[config.mk]
export PLATFORM = sky130hd
export DESIGN_NAME = pwm_tick_source
export DESIGN_NICKNAME = d
export VERILOG_FILES = /design/src/rtl/pwm_tick_pkg.sv /design/src/rtl/tick_prescaler.sv /design/src/rtl/ext_tick_sync.sv /design/src/rtl/tick_divider.sv /design/src/rtl/pwm_tick_source.sv
export SDC_FILE = /design/constraint.sdc
export NUM_CORES = 1
export LEC_CHECK = 0
export BUFFER_PORTS_ARGS = -buffer_cell sky130_fd_sc_hd__buf_2
export CELL_PAD_IN_SITES_DETAIL_PLACEMENT = 0
export CELL_PAD_IN_SITES_GLOBAL_PLACEMENT = 1
export CORE_MARGIN = 1
export CORE_UTILIZATION = 48
export CTS_BUF_LIST = sky130_fd_sc_hd__clkbuf_4 sky130_fd_sc_hd__clkbuf_8
export DETAILED_ROUTE_END_ITERATION = 10
export GPL_TIMING_DRIVEN = 0
export PLACE_DENSITY = 0.87
export SETUP_SLACK_MARGIN = 0.1
export SYNTH_ARGS = -nofsm -noshare
export SYNTH_HDL_FRONTEND = slang
export SYNTH_SLANG_ARGS = --single-unit
[constraint.sdc]
create_clock -name clk -period 3.2 [get_ports clk]
set_input_delay 0.16 -clock clk [delete_from_list [all_inputs] [get_ports clk]]
set_output_delay 0.16 -clock clk [all_outputs]
set_load 0.01 [all_outputs]
[src/rtl/pwm_tick_pkg.sv]
package pwm_tick_pkg;

   localparam int unsigned NUM_GROUPS     = 2;
   localparam int unsigned CFG_DATA_W     = 32;
   localparam int unsigned PRESCALE_OFS   = 32'h00;
   localparam int unsigned SELECT_OFS     = 32'h04;

   typedef enum logic {
      SRC_DIVIDED  = 1'b0,
      SRC_EXTERNAL = 1'b1
   } tick_src_e;

   // exponent of the divide ratio: code plus build offset, saturated
   function automatic int unsigned clamp_exp(input int unsigned code,
                                             input int unsigned base,
                                             input int unsigned max_e);
      int unsigned e;
      e = code + base;
      if (e > max_e) e = max_e;
      return e;
   endfunction

   // which prescaler group a channel belongs to
   function automatic int unsigned group_of(input int unsigned ch,
                                            input int unsigned split);
      return (ch < split) ? 0 : 1;
   endfunction

endpackage

[src/rtl/tick_prescaler.sv]
module tick_prescaler #(
   parameter int unsigned W = 8
) (
   input  logic         clk,
   input  logic         rst_n,
   input  logic         restart,
   input  logic [W-1:0] div_val,
   output logic         tick
);

   logic [W-1:0] cnt;

   assign tick = (cnt == div_val);

   always_ff @(posedge clk or negedge rst_n) begin
      if (!rst_n)       cnt <= '0;
      else if (restart) cnt <= '0;
      else if (tick)    cnt <= '0;
      else              cnt <= cnt + 1'b1;
   end

   // the count never runs past the programmed terminal value
   assert_cnt_bound_R2: assert property (@(posedge clk) disable iff (!rst_n)
      cnt <= div_val);

   // the cycle right after a restart holds no tick unless value is zero
   assert_restart_gap_R7: assert property (@(posedge clk) disable iff (!rst_n)
      ($past(restart) && (div_val != '0)) |-> !tick);

endmodule

[src/rtl/ext_tick_sync.sv]
module ext_tick_sync (
   input  logic clk,
   input  logic rst_n,
   input  logic async_in,
   output logic pulse
);

   logic meta_q;
   logic sync_q;
   logic prev_q;

   always_ff @(posedge clk or negedge rst_n) begin
      if (!rst_n) begin
         meta_q <= 1'b0;
         sync_q <= 1'b0;
         prev_q <= 1'b0;
      end else begin
         meta_q <= async_in;
         sync_q <= meta_q;
         prev_q <= sync_q;
      end
   end

   assign pulse = sync_q & ~prev_q;

   // an external edge yields a single-cycle strobe
   assert_single_pulse_R6: assert property (@(posedge clk) disable iff (!rst_n)
      pulse |=> !pulse);

endmodule

[src/rtl/tick_divider.sv]
module tick_divider
   import pwm_tick_pkg::*;
#(
   parameter int unsigned            SEL_W    = 4,
   parameter int unsigned            MAX_EXP  = 4,
   parameter int unsigned            DIV_BASE = 1,
   parameter logic [2**SEL_W-1:0]    EXT_MASK = 16'h0010
) (
   input  logic             clk,
   input  logic             rst_n,
   input  logic             clear,
   input  logic [SEL_W-1:0] sel,
   input  logic             pre_tick,
   input  logic             ext_pulse,
   output logic             tick
);

   localparam int unsigned CW = MAX_EXP;

   logic [CW-1:0] dcnt;
   logic [CW-1:0] term;
   logic          hit;
   tick_src_e     src;

   assign term = CW'((32'd1 << clamp_exp(32'(sel), DIV_BASE, MAX_EXP)) - 32'd1);
   assign hit  = (dcnt == term);
   assign src  = EXT_MASK[sel] ? SRC_EXTERNAL : SRC_DIVIDED;

   always_ff @(posedge clk or negedge rst_n) begin
      if (!rst_n)        dcnt <= '0;
      else if (clear)    dcnt <= '0;
      else if (pre_tick) dcnt <= hit ? '0 : dcnt + 1'b1;
   end

   always_comb begin
      unique case (src)
         SRC_EXTERNAL: tick = ext_pulse;
         default:      tick = pre_tick & hit;
      endcase
   end

   // the divider count stays below the selected ratio
   assert_dcnt_bound_R4: assert property (@(posedge clk) disable iff (!rst_n)
      dcnt <= term);

   // just after a clear a divided channel with ratio above one is quiet
   assert_clear_gap_R8: assert property (@(posedge clk) disable iff (!rst_n)
      ($past(clear) && (src == SRC_DIVIDED) && (term != '0)) |-> !tick);

endmodule

[src/rtl/pwm_tick_source.sv]
module pwm_tick_source
   import pwm_tick_pkg::*;
#(
   parameter int unsigned         NUM_CH   = 5,
   parameter int unsigned         PRE_W    = 8,
   parameter int unsigned         SEL_W    = 4,
   parameter int unsigned         MAX_EXP  = 4,
   parameter int unsigned         DIV_BASE = 1,
   parameter int unsigned         SPLIT_CH = 2,
   parameter int unsigned         ADDR_W   = 8,
   parameter logic [2**SEL_W-1:0] EXT_MASK = 16'h0010
) (
   input  logic                  clk,
   input  logic                  rst_n,
   input  logic                  wr_en,
   input  logic [ADDR_W-1:0]     wr_addr,
   input  logic [CFG_DATA_W-1:0] wr_data,
   input  logic [NUM_GROUPS-1:0] ext_tick_in,
   output logic [NUM_CH-1:0]     ch_tick
);

   localparam logic [ADDR_W-1:0] PRE_ADDR = ADDR_W'(PRESCALE_OFS);
   localparam logic [ADDR_W-1:0] SEL_ADDR = ADDR_W'(SELECT_OFS);

   initial begin
      assert_param_pre_fit: assert (NUM_GROUPS * PRE_W <= CFG_DATA_W)
         else $fatal(1, "prescaler fields exceed the data word");
      assert_param_sel_fit: assert (NUM_CH * SEL_W <= CFG_DATA_W)
         else $fatal(1, "select fields exceed the data word");
      assert_param_base: assert (DIV_BASE <= 1)
         else $fatal(1, "exponent offset must be 0 or 1");
      assert_param_exp: assert (MAX_EXP >= 1 && MAX_EXP <= 16)
         else $fatal(1, "maximum exponent out of range");
      assert_param_split: assert (SPLIT_CH >= 1 && SPLIT_CH < NUM_CH)
         else $fatal(1, "group split must leave both groups populated");
      assert_param_addr: assert (ADDR_W >= 3)
         else $fatal(1, "address too narrow for both offsets");
   end

   logic [NUM_GROUPS-1:0][PRE_W-1:0] pre_q;
   logic [NUM_CH-1:0][SEL_W-1:0]     sel_q;
   logic                             pre_wr;
   logic                             sel_wr;
   logic                             div_clear;
   logic [NUM_GROUPS-1:0]            grp_tick;
   logic [NUM_GROUPS-1:0]            grp_ext;
   logic                             unused_wdata;

   assign pre_wr       = wr_en && (wr_addr == PRE_ADDR);
   assign sel_wr       = wr_en && (wr_addr == SEL_ADDR);
   assign div_clear    = pre_wr | sel_wr;
   assign unused_wdata = ^wr_data;

   always_ff @(posedge clk or negedge rst_n) begin
      if (!rst_n) begin
         pre_q <= '0;
         sel_q <= '0;
      end else begin
         if (pre_wr) begin
            for (int g = 0; g < NUM_GROUPS; g++)
               pre_q[g] <= wr_data[g*PRE_W +: PRE_W];
         end
         if (sel_wr) begin
            for (int c = 0; c < NUM_CH; c++)
               sel_q[c] <= wr_data[c*SEL_W +: SEL_W];
         end
      end
   end

   for (genvar g = 0; g < NUM_GROUPS; g++) begin : g_group
      tick_prescaler #(.W(PRE_W)) u_pre (
         .clk     (clk),
         .rst_n   (rst_n),
         .restart (pre_wr),
         .div_val (pre_q[g]),
         .tick    (grp_tick[g])
      );

      ext_tick_sync u_ext (
         .clk      (clk),
         .rst_n    (rst_n),
         .async_in (ext_tick_in[g]),
         .pulse    (grp_ext[g])
      );
   end

   for (genvar c = 0; c < NUM_CH; c++) begin : g_chan
      localparam int unsigned GRP = group_of(c, SPLIT_CH);

      tick_divider #(
         .SEL_W    (SEL_W),
         .MAX_EXP  (MAX_EXP),
         .DIV_BASE (DIV_BASE),
         .EXT_MASK (EXT_MASK)
      ) u_div (
         .clk       (clk),
         .rst_n     (rst_n),
         .clear     (div_clear),
         .sel       (sel_q[c]),
         .pre_tick  (grp_tick[GRP]),
         .ext_pulse (grp_ext[GRP]),
         .tick      (ch_tick[c])
      );
   end

endmodule

# Word level (Yosys, flattened, before mapping)
# Memories as Yosys holds them, arrays and structs flattened.
# Cells that the tools add are included.
# totals
register_bits	78
latchBits	0
mem_bits_rw	0
romBits	80
input_bits	45
output_inout_bits	5
mem_count	5
# op_classes
addsub	17
mul	0
div	0
n_lt_le_gt_ge	10
n_eq_ne	8
shift	5
n_mux	39
bitwise	10
reduce_logical	5
# mem_list
memory	words	width	rd	rd_clocked_by_memory_dff	wr	line_no	source
(name not given)	16	1	1	0	0	tick_divider.sv:27	assign src = EXT_MASK[sel] ? SRC_EXTERNAL : SRC_DIVIDED;
(name not given)	16	1	1	0	0	tick_divider.sv:27	
(name not given)	16	1	1	0	0	tick_divider.sv:27	
(name not given)	16	1	1	0	0	tick_divider.sv:27	
(name not given)	16	1	1	0	0	tick_divider.sv:27	
# op_table
cell	n
greater-than comparator 32 x 3 -> 1 bit (second input constant)	5
2-to-1 mux 32 bit	5
<< shifter 1 x 32 -> 4 bit (first input constant)	5
2-to-1 mux 4 bit	15
2-to-1 mux 8 bit	4
adder 4 x 1 -> 5 bit (second input constant)	5
less-than comparator 4 x 5 -> 1 bit (second input constant)	5
adder 4 x 1 -> 4 bit (second input constant)	5
equality test 4 bit	5
subtractor 4 x 1 -> 4 bit (second input constant)	5
adder 8 x 1 -> 8 bit (second input constant)	2
equality test 8 bit	2
2-to-1 mux 1 bit	15
equality test 8 x 3 -> 1 bit (second input constant)	1
zero test 8 bit	1
bitwise AND 1 bit	7
nonzero test 2 bit	2
logical AND 1 bit	2
inverter 1 bit	2
OR 1 bit	1

# Longest topological paths before layout
# Gate-level depths: netlist of the first run.
# depth
word_depth	9
depth_mapped	12
ltp_nobuf	11

# Modules after synthesis
# From an unflattened synthesis of the first run, not the netlist that was laid out.
# unflattened
cells_unflattened	453
hier_area_um2	4919.7
# modules_own_cells
module	instances	cells_per_inst	area_per_inst_um2	seq_area_each_um2
tick_divider	5	54	449.2	100.1
pwm_tick_source	1	81	1467.7	900.9
tick_prescaler	2	47	514.2	200.2
ext_tick_sync	2	4	88.8	75.1

# Worst setup path before layout of the first run
# Ideal clock, no wire load.
# synth_timing
kind	flip-flop to output port
start	register sel_q[0] (netlist name)
end	output port ch_tick[0]
t_arrival_ns	2.577
setup_slack_ns	0.463
path_stages_with_launch	12
n_path_buf	1
cell_sequence	dfrtp_1 -> ha_1 -> xnor2_1 -> o21a_1 -> or4_1 -> ha_1 -> xnor2_1 -> xnor2_1 -> o31ai_1 -> a211oi_1 -> a31o_2 -> buf_4
# synth_via
elab_chain_len	8
word_cells_on_any_way	11
classes_between	add/sub: 2; order compare: 1; eq/ne: 1; shift: 1; mux: 4; bitwise: 1; memory: 1
# synth_rtl
item	line_no	source
from (decl)	pwm_tick_source.sv:41	logic [NUM_CH-1:0][SEL_W-1:0] sel_q;
from (signal, indexed assignment)	pwm_tick_source.sv:65	sel_q[c] <= wr_data[c*SEL_W +: SEL_W];
adder 4 x 1 -> 5 bit	pwm_tick_pkg.sv:18	e = code + base;
greater-than comparator 32 x 3 -> 1 bit	pwm_tick_pkg.sv:19	if (e > max_e) e = max_e;
2-to-1 mux 32 bit	pwm_tick_pkg.sv:19	
<< shifter 1 x 32 -> 4 bit	tick_divider.sv:25	assign term = CW'((32'd1 << clamp_exp(32'(sel), DIV_BASE, MAX_EXP)) - 32'd1);
subtractor 4 x 1 -> 4 bit	tick_divider.sv:25	
equality test 4 bit	tick_divider.sv:26	assign hit = (dcnt == term);
bitwise AND 1 bit	tick_divider.sv:38	default: tick = pre_tick & hit;
2-to-1 mux 1 bit *	tick_divider.sv:36	unique case (src)
to (decl)	pwm_tick_source.sv:19	output logic [NUM_CH-1:0] ch_tick
# Mark *: on every way between the ends. The rest lies on a longest branch, timed or not. The select of a mux whose other input is x is not followed.

# Final worst setup path of the first run
# layout_timing
start	register sel_q[13] (netlist name)
end	output port ch_tick[3]
# Same word-level chain as after synthesis.

==> flow_summary.json, run 1 <==
{
  "violations": "setup timing",
  "cts_sinks": 78,
  "ant_nets": 0,
  "leakagePower_nw": 2.47,
  "hold_class": "primary input to flop",
  "place.gp.congestion": 0.812,
  "antenna_found_initial": 0,
  "coreArea_um2": 8890,
  "grt_pass1_wl_um": 16900,
  "arrival_ns": 3.07,
  "io-pin-count": 50,
  "async_flop_share_pct": 100,
  "fmax_mhz": 310,
  "cp_cell_sequence": "ha_2 > or2_1 > o21a_1 > or3_4 > ha_4 > xnor2_2 > xnor2_1 > o31ai_2 > a211oi_2 > a31o_2 > buf_6 > buf_6",
  "postSynthAreaPerCell_um2": 10.5,
  "finalCritPeriodShare_pct": 101,
  "synth_fp_nets": 498,
  "ys_ff_latch": 78,
  "drive_gt1_share_pct": 34.3,
  "max_slew_margin_pct": 60.3,
  "rsz0062_at_grt": "true",
  "cap_violations": 0,
  "stdcell_count": 613,
  "status": "finished with violations",
  "drtPass1Iterations": 4,
  "cpMostUsedCell": "buf_6",
  "clk_pin_slew_ns": 0.08,
  "cts-htree-levels": 3,
  "floorplan.initialDensity_pct": 50.7,
  "worst_ep_required_time_ns": 3.04,
  "synth-edff-count": 0,
  "finalCriticalPeriod_ns": 3.23,
  "syn_inst": 428,
  "diodes": 0,
  "routedWlPerCell_um": 16.1,
  "synth.distinct_cells": 51,
  "seq_area_frac_synth_pct": 43.3,
  "rows": 34,
  "synth.cell_area_um2": 4500,
  "port_buffers": 37,
  "cts_tree": "yes",
  "cp_max_fo": 5,
  "insertion_delay_ns": 0.35,
  "grtUsageTotal_pct": 22.0,
  "numCtsBuffers": 9,
  "drt_wl_total_um": 9850,
  "post-dp-hpwl_um": 6820,
  "clock_skew_ns": 0.00966,
  "fp.dieW_um": 98.9,
  "criticalPathCategory": "flop to output pin",
  "setup_slack_ns": -0.0252,
  "final_common_cell": "dfrtp_1",
  "cp-start-kind": "flop",
  "grt_max_degree": 49,
  "die_area_um2": 9780,
  "dr_total_vias": 3557,
  "finish.utilization_pct": 62.6,
  "finalInstanceArea_um2": 5570,
  "cts_root_buffer": "clkbuf_8",
  "layout_common_cells": "73 x dfrtp_1, 35 x buf_2, 34 x nand3_1",
  "finalHoldViolCount": 0,
  "yosys_warnings": 0,
  "grt_pass1_vias": 3594,
  "nNetsFinal": 571,
  "fp.dieH_um": 98.9,
  "cp_slowest_stage_delay_ns": 0.42,
  "powerDensity_nw_per_um2": 619,
  "viasPerCell": 5.80,
  "dpl_cell_area_um2": 4850,
  "critPathCaptureType": "output pin",
  "ys.flop_type": "dfrtp_1",
  "drtIter0Drc": 130,
  "areaGrowthSynthToFinish_pct": 23.6,
  "worstMarginPinSlew_ns": 0.593,
  "grt_overflow": 0,
  "drc_errors": 0,
  "crit_path_top_delay_cell": "dfrtp_1",
  "maxSlewViolCount": 0,
  "dp.cells": 574,
  "setup_viol": 1,
  "total_power_w": 0.00345,
  "cts_buffer_depth": 2,
  "peakVddDrop_uv": 311
}
==> cell type report <==
cell class	instances	area (um^2)
clock inverters	4	47.5
multi-input cells	319	2700
inverters	16	60.1
clock buffers	11	145
fillers	730	3320
repair buffers	62	432
well taps	108	135
plain buffers	15	93.8
flip-flops and latches	78	1960
==> metrics by stage <==
step	worst slack (ns)	setup TNS (ns)	hold WS, ns
after global routing	-0.173	-0.322	0.00660
after floorplan	0.463	0	-0.136
after detailed placement	0.00411	0	0.128
after CTS	0.0346	0	0.0113
final	-0.0252	-0.0252	0.0170
after global placement	0.0617	0	0.269
==> layer usage <==
| metal | global-route usage, % | wire (um) | up-vias |
|---|---|---|---|
| li1 | - | - | 1700 |
| met1 | 28.7 | 4440 | 1769 |
| met2 | 36.2 | 4850 | 73 |
| met3 | 4.47 | 414 | 15 |
| met4 | 8.15 | 138 | 0 |
| met5 | 0 | 0 | - |
==> registers in the layout, summed over array words and instances, names as in the netlist <==
| name | count |
|---|---|
| g_chan.u_div.dcnt | 20 |
| sel_q | 20 |
| g_group.u_ext.prev_q | 2 |
| g_group.u_pre.cnt | 16 |
| pre_q | 16 |
| g_group.u_ext.meta_q | 2 |
| g_group.u_ext.sync_q | 2 |
==> synth_stat cells (3+ instances only) <==
master     instances  area, um^2
inv_1             16        60.1
nand4b_1           3        26.3
o31ai_1            7        52.6
mux2_1             4        45.0
a21oi_1           10        50.1
nor2_1            24        90.1
nand3b_1          11        82.6
a31o_2             3        26.3
and3_1             6        37.5
o21a_1             3        22.5
nand2_1           20        75.1
a31oi_1            3        18.8
o21ai_0           11        55.1
xnor2_1           33         289
nor3b_1            7        52.6
a211oi_1           7        52.6
mux2_2            32         360
nand3_1           34         170
buf_4              5        37.5
xor2_1            11        96.3
or4b_1             3        30.0
or4_1              4        30.0
and2_1             3        18.8
a2111oi_0          4        35.0
nor3_1             8        40.0
or3_1              3        18.8
clkbuf_1           6        22.5
nand4_1           10        62.6
buf_2              3        15.0
dfrtp_1           78        1950
nor4_1             3        18.8
ha_1              25         313
==> path summary, 6_finish.rpt <==
check,cells past startpoint,slack (ns),startpoint,endpoint
worst max-delay path,12,-0.03,sel_q[13],ch_tick[3]
worst min-delay path,2,0.02,wr_data[17],sel_q[17]
worst max register to register,10,0.40,sel_q[0],g_chan[0].u_div.dcnt[3]
min in group asynchronous,2,0.28,rst_n,sel_q[7]
worst min register to register,0,0.35,g_group[1].u_ext.meta_q,g_group[1].u_ext.sync_q
max in group asynchronous,3,2.34,rst_n,sel_q[1]
==> what timing repair did <==
action,in CTS,in global routing
setup endpoints to repair,5,5
hold buffers,3,0
hold endpoints to repair,32,0
gates resized for setup,35,25
buffers inserted,17,4
pin swaps,13,15
==> cell families after synthesis <==
logic type	Yosys count	share of synthesized area, %
adders and majority gates	25	6.94
and+or+nand+nor	152	19.0
muxes	38	9.44
buffers and inverters	31	3.25
DFF	78	43.3
AOI/OAI and AO/OA	60	9.50
xor gates and xnor gates	44	8.56
==> report_power, final <==
part           internal (W)  switching (W)
sequential          0.00116       0.000256
combinational      0.000635       0.000664
clock              0.000384       0.000354
==> critical path: cells and delay by family (launching register included) <==
family | cells | cell delay [ns]
xor+xnor | 2 | 0.35
buf+inv | 2 | 0.17
simple gates | 2 | 0.62
flops | 1 | 0.42
fa+ha+maj | 2 | 0.40
compound gates | 4 | 0.75
Note: power is estimated with default switching activity, not from simulation.
==> run 2, diff against run 1 <==
Settings changed: PLACE_DENSITY 0.87 to 0.81.
==> run 2 against run 1 <==
Compared with the run above:
- the flow still finishes with violations (setup timing)
- worst setup slack got worse by 0.0021 ns
- first-iteration DRC count increased by 5.4%
- combinational power about the same
- sequential cell count unchanged
- die area unchanged
- hold slack improved by 0.0036 ns
- global-route usage decreased by 1.3 points
- sequential power about the same
- non-clock buffer count increased by 1
- sequential share of layout area increased by 0.11 points
- fmax about the same
==> flow_summary.json, run 2 (synthesis results as in run 1) <==
{
  "status": "finished with violations",
  "violations": "setup timing",
  "drtIter0Drc": 137,
  "finish.utilization_pct": 62.4,
  "setup_slack_ns": -0.0273,
  "drc_errors": 0,
  "cts_tree": "yes",
  "cts-htree-levels": 3,
  "swShare_pct": 36.7,
  "setup_viol": 1,
  "fmax_mhz": 310,
  "rsz0062_at_grt": "true",
  "cts_sinks": 78,
  "routedWlPerCell_um": 15.6,
  "crit_path_top_delay_cell": "dfrtp_1",
  "maxSlewViolCount": 0,
  "final_common_cell": "dfrtp_1",
  "diodes": 0,
  "arrival_ns": 3.07,
  "powerDensity_nw_per_um2": 616,
  "grtUsageTotal_pct": 20.6,
  "worst_ep_required_time_ns": 3.04,
  "areaGrowthSynthToFinish_pct": 23.2,
  "cp_slowest_stage_delay_ns": 0.41,
  "finalCritPeriodShare_pct": 101,
  "finalHoldViolCount": 0,
  "numCtsBuffers": 9,
  "combPwrFrac_pct": 37.3,
  "cp-start-kind": "flop",
  "coreArea_um2": 8890,
  "leakagePower_nw": 2.46,
  "crit_family": "compound AO/OA/AOI/OAI gates",
  "cap_violations": 0,
  "fillers": 727,
  "ant_nets": 0,
  "pwr-share-seq_pct": 41.2,
  "whs_ns": 0.0206,
  "hold_class": "primary input to flop",
  "critPathBufInv": 2,
  "grt_pass1_vias": 3379,
  "fp.dieH_um": 98.9,
  "clk_pin_slew_ns": 0.08,
  "grt_pass1_wl_um": 15900,
  "viasPerCell": 5.68,
  "clock_skew_ns": 0.00703,
  "grt_max_degree": 73,
  "cts_root_buffer": "clkbuf_8",
  "insertion_delay_ns": 0.35,
  "cp_cell_sequence": "ha_2 > or2_1 > o21a_1 > or3_4 > ha_4 > xnor2_2 > xnor2_2 > o31ai_2 > a211oi_2 > a31o_2 > buf_6 > buf_6",
  "rows": 34,
  "port_buffers": 37,
  "antenna_found_initial": 0,
  "criticalPathCategory": "flop to output pin",
  "io-pin-count": 50,
  "top_regs": "g_chan.u_div.dcnt: 20 flops, sel_q: 20 flops",
  "p_sw_w": 0.00125,
  "drive_gt1_share_pct": 34.4,
  "grt_overflow": 0,
  "drtPass1Iterations": 5,
  "power_frac_clock_pct": 21.5,
  "layout_common_cells": "74 x dfrtp_1, 36 x buf_2, 34 x nand3_1",
  "place.gp.congestion": 0.828,
  "finalCriticalPeriod_ns": 3.23,
  "dr_total_vias": 3489,
  "cts_buffer_depth": 2,
  "worstMarginPinSlew_ns": 0.554,
  "nNetsFinal": 572,
  "critPathCaptureType": "output pin",
  "intPower_w": 0.00216,
  "peakVddDrop_uv": 290,
  "fp.dieW_um": 98.9,
  "layout.area.seq_um2": 1960,
  "multiInputGateArea_um2": 2680,
  "die_area_um2": 9780,
  "floorplan.initialDensity_pct": 50.7,
  "cp_max_fo": 4,
  "post-dp-hpwl_um": 6530,
  "max_slew_margin_pct": 63.0,
  "drt_wl_total_um": 9590
}
==> run 2: stage by stage <==
stage	instance area, um^2	power (W)	setup slack (ns)	setup TNS [ns]	cells
after detailed placement	4850	0.00248	0.0104	0	574
after global routing	5550	0.00367	-0.101	-0.185	614
final	5550	0.00342	-0.0273	-0.0273	614
after floorplan	4500	0.00218	0.463	0	428
after global placement	4820	0.00244	0.0390	0	573
after CTS	5390	0.00337	0.00458	0	607
==> run 2: power groups by stage <==
stage / Sequential [W] / Clock (W) / Combinational (W)
3_5_place_dp: 0.00141 / 0 / 0.00107
2_1_floorplan: 0.00135 / 0 / 0.000834
6_report: 0.00141 / 0.000734 / 0.00127
3_3_place_gp: 0.00141 / 0 / 0.00103
4_1_cts: 0.00140 / 0.000753 / 0.00121
5_1_grt: 0.00144 / 0.000790 / 0.00144
==> run 2: cell type report <==
type / instances / area share, %
plain buffers: 15 / 1.62
clock buffers: 10 / 2.48
inverters: 16 / 1.08
clock inverters: 5 / 1.06
multi-input cells: 319 / 48.2
well taps: 108 / 2.44
flip-flops and latches: 78 / 35.3
repair buffers: 63 / 7.80
==> run 2: path summary, 6_finish.rpt <==
check,start,end,slack (ns),cells past startpoint
max reg2reg,sel_q[1],g_chan[0].u_div.dcnt[3],0.37,11
min in group asynchronous,rst_n,g_group[1].u_ext.prev_q,0.17,2
min,wr_data[17],sel_q[17],0.02,2
min reg2reg,g_group[1].u_ext.meta_q,g_group[1].u_ext.sync_q,0.35,0
max,sel_q[12],ch_tick[3],-0.03,12
max in group asynchronous,rst_n,sel_q[0],2.45,3
==> run 2: repair_timing <==
item	CTS	global route
hold buffers	3	0
gates resized for setup	31	25
hold endpoints to repair	80	0
buffers inserted	15	7
setup endpoints to repair	5	5
pin swaps	13	12
==> run 2: layer usage <==
layer,share of wire [%],GRT usage [%],up-vias,routed length (um)
li1,-,-,1708,-
met1,48,28.4,1715,4570
met2,48,32.6,54,4580
met3,3.1,3.33,12,298
met4,1.5,8.50,0,140
met5,0,0,-,0
